[src/rtl/dct_pkg.sv]
package dct_pkg;

    typedef enum logic [3:0] {
        ST_IDLE,
        ST_WB,
        ST_SHR_M,  ST_MOD_M,  ST_RD_M,
        ST_SHR_PM, ST_MOD_PM, ST_RD_PM,
        ST_SHR_P,  ST_MOD_P,  ST_RD_P,
        ST_CTD_P,
        ST_SEND,
        ST_BLOCK
    } slot_st_t;

    localparam logic [3:0] RQ_RD_SHR = 4'd0;
    localparam logic [3:0] RQ_RD     = 4'd1;
    localparam logic [3:0] RQ_RD_MOD = 4'd2;
    localparam logic [3:0] RQ_CTD    = 4'd3;
    localparam logic [3:0] RQ_WTHRU  = 4'd4;
    localparam logic [3:0] RQ_ATOMIC = 4'd5;
    localparam logic [3:0] RQ_VIC_D  = 4'd6;
    localparam logic [3:0] RQ_VIC_C  = 4'd7;

    localparam logic [1:0] RI_ACK   = 2'd0;
    localparam logic [1:0] RI_DONE  = 2'd1;
    localparam logic [1:0] RI_VDATA = 2'd2;

    localparam logic [1:0] RS_SHARED = 2'd0;
    localparam logic [1:0] RS_EXCL   = 2'd1;
    localparam logic [1:0] RS_MOD    = 2'd2;
    localparam logic [1:0] RS_WBACK  = 2'd3;

    function automatic logic known_type(input logic [3:0] t);
        return t <= RQ_VIC_C;
    endfunction

    function automatic logic is_victim(input logic [3:0] t);
        return (t == RQ_VIC_D) || (t == RQ_VIC_C);
    endfunction

    function automatic logic needs_mem(input logic [3:0] t);
        return (t <= RQ_ATOMIC) && (t != RQ_CTD);
    endfunction

    function automatic logic inv_probe(input logic [3:0] t);
        return (t >= RQ_RD_MOD) && (t <= RQ_ATOMIC);
    endfunction

    function automatic slot_st_t start_st(input logic [3:0] t);
        case (t)
            RQ_RD_SHR:          return ST_SHR_PM;
            RQ_RD:              return ST_RD_PM;
            RQ_CTD:             return ST_CTD_P;
            RQ_VIC_D, RQ_VIC_C: return ST_WB;
            default:            return ST_MOD_PM;
        endcase
    endfunction

    // memory arrived first: only probes remain
    function automatic slot_st_t after_mem(input slot_st_t s);
        case (s)
            ST_SHR_PM: return ST_SHR_P;
            ST_MOD_PM: return ST_MOD_P;
            ST_RD_PM:  return ST_RD_P;
            default:   return s;
        endcase
    endfunction

    // probes completed first: only memory remains
    function automatic slot_st_t after_prb(input slot_st_t s);
        case (s)
            ST_SHR_PM: return ST_SHR_M;
            ST_MOD_PM: return ST_MOD_M;
            ST_RD_PM:  return ST_RD_M;
            default:   return s;
        endcase
    endfunction

endpackage

[src/rtl/dct_pick.sv]
module dct_pick #(
    parameter int N = 4
) (
    input  logic [N-1:0] req,
    output logic [N-1:0] oh,
    output logic         any
);
    always_comb begin
        oh = '0;
        for (int i = 0; i < N; i++) begin
            if (req[i] && (oh == '0)) oh[i] = 1'b1;
        end
    end
    assign any = |req;
endmodule

[src/rtl/dct_slot.sv]
module dct_slot
    import dct_pkg::*;
#(
    parameter int AW = 16,
    parameter int SW = 4
) (
    input  logic          clk,
    input  logic          rst,
    input  logic          alloc,
    input  logic [3:0]    a_type,
    input  logic [AW-1:0] a_addr,
    input  logic [SW-1:0] a_src,
    input  logic          a_fshr,
    input  logic [AW-1:0] req_addr,
    input  logic          rsp_valid,
    input  logic [1:0]    rsp_kind,
    input  logic [AW-1:0] rsp_addr,
    input  logic          rsp_hit,
    input  logic          mem_valid,
    input  logic          mem_wback,
    input  logic [AW-1:0] mem_addr,
    input  logic          unb_valid,
    input  logic [AW-1:0] unb_addr,
    input  logic          grant,
    output logic          busy,
    output logic          conflict,
    output logic          want_send,
    output logic          vic_done,
    output logic [AW-1:0] s_addr,
    output logic [SW-1:0] s_src,
    output logic [1:0]    s_kind
);
    slot_st_t   st, st_n, done_st;
    logic [3:0] cls;
    logic       shr;
    logic       m, p, h, vd, u;

    assign busy     = (st != ST_IDLE);
    assign conflict = busy && (req_addr == s_addr);
    assign m  = busy && mem_valid && !mem_wback && (mem_addr == s_addr);
    assign p  = busy && rsp_valid && (rsp_kind == RI_DONE) && (rsp_addr == s_addr);
    assign h  = busy && rsp_valid && rsp_hit && (rsp_kind != RI_VDATA) && (rsp_addr == s_addr);
    assign vd = busy && rsp_valid && (rsp_kind == RI_VDATA) && (rsp_addr == s_addr);
    assign u  = busy && unb_valid && (unb_addr == s_addr);

    assign done_st   = (cls == RQ_WTHRU) ? ST_IDLE : ST_SEND;
    assign want_send = (st == ST_SEND);
    assign vic_done  = vd && (st == ST_WB);

    always_comb begin
        st_n = st;
        case (st)
            ST_IDLE:  if (alloc) st_n = start_st(a_type);
            ST_WB:    if (vd) st_n = ST_IDLE;
            ST_SHR_PM, ST_MOD_PM, ST_RD_PM: begin
                if (m && p)  st_n = done_st;
                else if (m)  st_n = after_mem(st);
                else if (p)  st_n = after_prb(st);
            end
            ST_SHR_P, ST_MOD_P, ST_RD_P, ST_CTD_P: if (p) st_n = done_st;
            ST_SHR_M, ST_MOD_M, ST_RD_M:           if (m) st_n = done_st;
            ST_SEND:  if (grant) st_n = (cls == RQ_ATOMIC) ? ST_IDLE : ST_BLOCK;
            ST_BLOCK: if (u) st_n = ST_IDLE;
            default:  st_n = ST_IDLE;
        endcase
    end

    always_comb begin
        case (cls)
            RQ_RD_SHR: s_kind = RS_SHARED;
            RQ_RD:     s_kind = shr ? RS_SHARED : RS_EXCL;
            default:   s_kind = RS_MOD;
        endcase
    end

    always_ff @(posedge clk) begin
        if (rst) begin
            st     <= ST_IDLE;
            cls    <= '0;
            shr    <= 1'b0;
            s_addr <= '0;
            s_src  <= '0;
        end else begin
            st <= st_n;
            if (alloc && !busy) begin
                cls    <= a_type;
                shr    <= a_fshr;
                s_addr <= a_addr;
                s_src  <= a_src;
            end else if (h) begin
                shr <= 1'b1;
            end
        end
    end
endmodule

[src/rtl/dir_txn_ctrl.sv]
module dir_txn_ctrl
    import dct_pkg::*;
#(
    parameter int AW    = 16,
    parameter int SW    = 4,
    parameter int SLOTS = 4
) (
    input  logic          clk,
    input  logic          rst,
    input  logic          req_valid,
    output logic          req_ready,
    input  logic [3:0]    req_type,
    input  logic [AW-1:0] req_addr,
    input  logic [SW-1:0] req_src,
    input  logic          req_fshr,
    input  logic          rsp_valid,
    input  logic [1:0]    rsp_kind,
    input  logic [AW-1:0] rsp_addr,
    input  logic          rsp_hit,
    input  logic          mem_valid,
    input  logic          mem_wback,
    input  logic [AW-1:0] mem_addr,
    input  logic          unb_valid,
    input  logic [AW-1:0] unb_addr,
    output logic          resp_valid,
    output logic [1:0]    resp_kind,
    output logic [AW-1:0] resp_addr,
    output logic [SW-1:0] resp_dst,
    output logic          mrd_valid,
    output logic [AW-1:0] mrd_addr,
    output logic          mwr_valid,
    output logic [AW-1:0] mwr_addr,
    output logic          prb_valid,
    output logic          prb_inv,
    output logic [AW-1:0] prb_addr,
    output logic          err
);
    logic [SLOTS-1:0]         busy_v, conf_v, send_v, vic_v;
    logic [SLOTS-1:0]         free_oh, send_oh, alloc_v, grant_v;
    logic                     any_free, any_send;
    logic [SLOTS-1:0][AW-1:0] s_addr;
    logic [SLOTS-1:0][SW-1:0] s_src;
    logic [SLOTS-1:0][1:0]    s_kind;
    logic                     accept, known, ack_now;
    logic [AW-1:0]            sel_addr;
    logic [SW-1:0]            sel_src;
    logic [1:0]               sel_kind;

    dct_pick #(.N(SLOTS)) u_free (.req(~busy_v), .oh(free_oh), .any(any_free));
    dct_pick #(.N(SLOTS)) u_send (.req(send_v), .oh(send_oh), .any(any_send));

    assign req_ready = any_free && !(|conf_v);
    assign accept    = req_valid && req_ready;
    assign known     = known_type(req_type);
    assign ack_now   = accept && known && (is_victim(req_type) || (req_type == RQ_WTHRU));
    assign alloc_v   = (accept && known) ? free_oh : '0;
    assign grant_v   = ack_now ? '0 : send_oh;

    for (genvar g = 0; g < SLOTS; g++) begin : g_slot
        dct_slot #(.AW(AW), .SW(SW)) u_slot (
            .clk(clk), .rst(rst),
            .alloc(alloc_v[g]), .a_type(req_type), .a_addr(req_addr),
            .a_src(req_src), .a_fshr(req_fshr), .req_addr(req_addr),
            .rsp_valid(rsp_valid), .rsp_kind(rsp_kind), .rsp_addr(rsp_addr),
            .rsp_hit(rsp_hit), .mem_valid(mem_valid), .mem_wback(mem_wback),
            .mem_addr(mem_addr), .unb_valid(unb_valid), .unb_addr(unb_addr),
            .grant(grant_v[g]), .busy(busy_v[g]), .conflict(conf_v[g]),
            .want_send(send_v[g]), .vic_done(vic_v[g]),
            .s_addr(s_addr[g]), .s_src(s_src[g]), .s_kind(s_kind[g])
        );
    end

    always_comb begin
        sel_addr = '0;
        sel_src  = '0;
        sel_kind = '0;
        for (int i = 0; i < SLOTS; i++) begin
            if (send_oh[i]) begin
                sel_addr = sel_addr | s_addr[i];
                sel_src  = sel_src  | s_src[i];
                sel_kind = sel_kind | s_kind[i];
            end
        end
    end

    always_ff @(posedge clk) begin
        if (rst) begin
            resp_valid <= 1'b0;
            resp_kind  <= '0;
            resp_addr  <= '0;
            resp_dst   <= '0;
            mrd_valid  <= 1'b0;
            mrd_addr   <= '0;
            mwr_valid  <= 1'b0;
            mwr_addr   <= '0;
            prb_valid  <= 1'b0;
            prb_inv    <= 1'b0;
            prb_addr   <= '0;
            err        <= 1'b0;
        end else begin
            resp_valid <= ack_now || any_send;
            resp_kind  <= ack_now ? RS_WBACK : sel_kind;
            resp_addr  <= ack_now ? req_addr : sel_addr;
            resp_dst   <= ack_now ? req_src  : sel_src;
            mrd_valid  <= accept && known && needs_mem(req_type);
            mrd_addr   <= req_addr;
            mwr_valid  <= |vic_v;
            mwr_addr   <= rsp_addr;
            prb_valid  <= accept && known && !is_victim(req_type);
            prb_inv    <= inv_probe(req_type);
            prb_addr   <= req_addr;
            err        <= accept && !known;
        end
    end
endmodule

[config.mk]
export PLATFORM = sky130hd
export DESIGN_NAME = dir_txn_ctrl
export DESIGN_NICKNAME = d
export VERILOG_FILES = /design/src/rtl/dct_pkg.sv /design/src/rtl/dct_pick.sv /design/src/rtl/dct_slot.sv /design/src/rtl/dir_txn_ctrl.sv
export SDC_FILE = /design/constraint.sdc
export NUM_CORES = 1
export LEC_CHECK = 0
export BUFFER_PORTS_ARGS = -buffer_cell sky130_fd_sc_hd__buf_2
export CAP_MARGIN = 20
export CORE_ASPECT_RATIO = 2
export CORE_UTILIZATION = 40
export DETAILED_ROUTE_END_ITERATION = 8
export HOLD_SLACK_MARGIN = 0.02
export PLACE_DENSITY = 0.58
export SLEW_MARGIN = 30
export SYNTH_ARGS = -nofsm -noshare
export SYNTH_HDL_FRONTEND = slang
export SYNTH_HIERARCHICAL = 1
export SYNTH_SLANG_ARGS = --single-unit
[constraint.sdc]
create_clock -name clk -period 3.6 [get_ports clk]
set_input_delay 0.54 -clock clk [delete_from_list [all_inputs] [get_ports clk]]
set_output_delay 0.54 -clock clk [all_outputs]
set_load 0.02 [all_outputs]
==> impl_metrics.json <==
{
  "clk_pin_slew_worst_paths_ns": 0.08,
  "drive_gt1_share_pct": 21.5,
  "grt_util_met3_pct": 6.56,
  "num_vias": 11500,
  "intPower_mw": 4.24,
  "synth_seq_cells": 176,
  "fin_tns_setup_ns": 0,
  "coreArea_sq_um": 28700,
  "syn_area_sq_um": 11600,
  "wl_per_cell_um": 24.6,
  "rows": 88,
  "p_sw_mw": 3.16,
  "io_buffers": 159,
  "maxCapViolCount": 0,
  "finalNetCount": 1684,
  "diodes": 0,
  "final_util_pct": 47.0,
  "vias_per_cell": 5.83,
  "grt_pass1_vias": 11600,
  "final_max_slew_viol_count": 0,
  "fp.dieH_um": 243,
  "root_buffer": "clkbuf_16",
  "p_seq_share_pct": 32.0,
  "clockBufferDepth": 2,
  "initial_core_util_pct": 40.5,
  "setup_viol": 0,
  "die_x_um": 123,
  "crit_arrival_ns": 3.68,
  "yosysUniqueCellTypes": 51,
  "clkPwrFrac_pct": 25.7,
  "area_growth_pct": 16.2,
  "synth_top_area_share_pct": 30.3,
  "p_comb_share_pct": 42.3,
  "swShare_pct": 42.6,
  "place_congestion": 1.02,
  "grt_use_met1_pct": 32.2,
  "syn-num-nets": 1544,
  "synth_warnings": 6,
  "hpwl_um": 36400,
  "drc": 0,
  "post_cts_buffers": 0,
  "cts_made_buffers": 17,
  "cts_tree": "done",
  "die_area_sq_um": 29800,
  "end_kind": "flop",
  "cts_sinks": 176,
  "leakage_nw": 5.41,
  "synth.most_common_cell": "nand2_1",
  "criticalPathCategory": "flop to flop",
  "synth.area.top_cells": "dfxtp_1 (30%), xor2_1 (11%), xnor2_1 (8.8%), nand2_1 (7.4%), a21oi_1 (5.7%)",
  "slew_headroom_pct": 43.7,
  "synth_enable_flop_cells": 0,
  "yosys.area.top_type": "dfxtp_1",
  "synth.top_cells.by_count": "nand2_1 (228), dfxtp_1 (176), xor2_1 (144), a21oi_1 (133), xnor2_1 (117)",
  "grt-ovfl-total": 0,
  "fin_crit_ns": 3.33,
  "required_ns": 3.95,
  "tightest_slew_ns": 0.843,
  "async_flop_share_pct": 0,
  "post-route-period-util_pct": 92.5,
  "crit_fanout": 6,
  "wl_um": 48500,
  "final_antenna_net_count": 0,
  "insertion_delay_ns": 0.47,
  "p_per_area_nw_per_um2": 547,
  "drt-pass1-iter-count": 5,
  "finClkSkew_ns": 0.0156,
  "antenna_found_initial": 0,
  "status": "complete, no violations",
  "holdBufCountCts": 0,
  "grt_start_max_net_pins": 89,
  "startpoint_type": "flop",
  "hold_path_class": "input port to flop",
  "vdd.ir_drop.worst_mv": 0.345,
  "cts_resized": 0,
  "htree_levels": 4,
  "syn_avg_cell_area_sq_um": 7.96,
  "track_usage_pct": 33.4,
  "grt_use_met2_pct": 57.7,
  "drtIter0Drc": 809,
  "rsz0062_at_grt": "false",
  "grt-busiest-layer": "met2",
  "fmax_mhz": 300,
  "ioPinCount": 160,
  "syn_inst": 1461,
  "grt_pass1_wl_um": 71200,
  "synth_flop_cell": "dfxtp_1",
  "final_hold_viol_count": 0,
  "synth-seq-area-share_pct": 30.3
}
## kinds of logic after synthesis
kind of cell / share of synthesized area (%)
compound gates: 15.9
xor+xnor: 19.7
flops: 30.3
mux: 2.74
simple gates: 23.5
buf+inv: 7.85
## worst max-delay path: stages, from the launching register on
cell,delay (ns)
dfxtp_1,0.34
nor4_4,0.56
inv_1,0.17
inv_1,0.16
or4_1,0.17
and3b_1,0.29
o2111ai_4,0.21
and2_1,0.22
a211o_1,0.28
a31oi_1,0.22
nor2_1,0.11
nand3_1,0.15
mux2_2,0.34
## area by class of cell
cell class	instances	area [sq um]
inverter	26	97.6
clock inverter	13	146
tap	360	450
sequential	176	3520
timing repair buffer	264	1630
multi-input combinational	1116	7220
clock buffer	19	453
fill	2871	15200
## final timing paths
kind / start / to / slack [ns] / cells after the start
setup reg to reg: g_slot[0].u_slot/st[0] / g_slot[0].u_slot/st[3] / 0.27 / 12
setup / recovery: g_slot[0].u_slot/st[0] / g_slot[0].u_slot/st[3] / 0.27 / 12
hold reg to reg: g_slot[0].u_slot/s_src[1] / g_slot[0].u_slot/s_src[1] / 0.46 / 2
hold / removal: req_src[1] / g_slot[0].u_slot/s_src[1] / 0.34 / 3
## placed cells by master, fill, tap and decap left out, types with 9 or more instances in the layout
master and count:
nand4_1 32, dfxtp_1 176, buf_4 102, and2_1 9
a22oi_1 44, nor3_1 48, nor4_1 33, o21ai_0 29
xnor2_1 117, a21oi_1 133, a31oi_1 14, clkbuf_16 17
nor2_1 45, mux2_2 11, nand2_1 228, nor3b_1 9
xor2_1 144, nand3_1 25, buf_2 158, mux2_4 13
nor2b_1 49, inv_1 26
## per-layer routing
| metal | share of wire [%] | vias up |
|---|---|---|
| met2 | 50 | 539 |
| met4 | 11 | 0 |
| met3 | 5.9 | 227 |
| met5 | 0 | - |
| met1 | 33 | 5481 |
| li1 | - | 5270 |
## power by group through the flow
stage	Sequential, mW	Combinational [mW]	Clock, mW
after floorplan	2.32	2.00	0
after global placement	2.41	3.06	0
after detailed placement	2.40	3.06	0
after CTS	2.36	3.07	1.93
after global routing	2.39	3.34	2.01
final	2.37	3.13	1.90
## per-stage QoR
stage                     instances  power (mW)  cell area [sq um]  hold WS, ns  setup slack (ns)
final                          1974        7.40              13500        0.340             0.269
after global routing           1974        7.74              13500        0.348            0.0988
after CTS                      1974        7.37              13500        0.329             0.316
after detailed placement       1942        5.47              12900        0.451            0.0804
after global placement         1942        5.46              12900        0.442            0.0972
after floorplan                1461        4.33              11600        0.436             0.468
## state kept, by name (all words and copies together) (netlist names)
register and cells:
g_slot.u_slot/s_addr 64, g_slot.u_slot/cls 16, g_slot.u_slot/s_src 16, g_slot.u_slot/st 16, mwr_addr 16, prb_addr 16
resp_addr 16, g_slot.u_slot/shr 4, resp_dst 4, resp_kind 2, err 1, mrd_valid 1
mwr_valid 1, prb_inv 1, prb_valid 1, resp_valid 1
No activity file was read; power rests on OpenSTA's default activity.
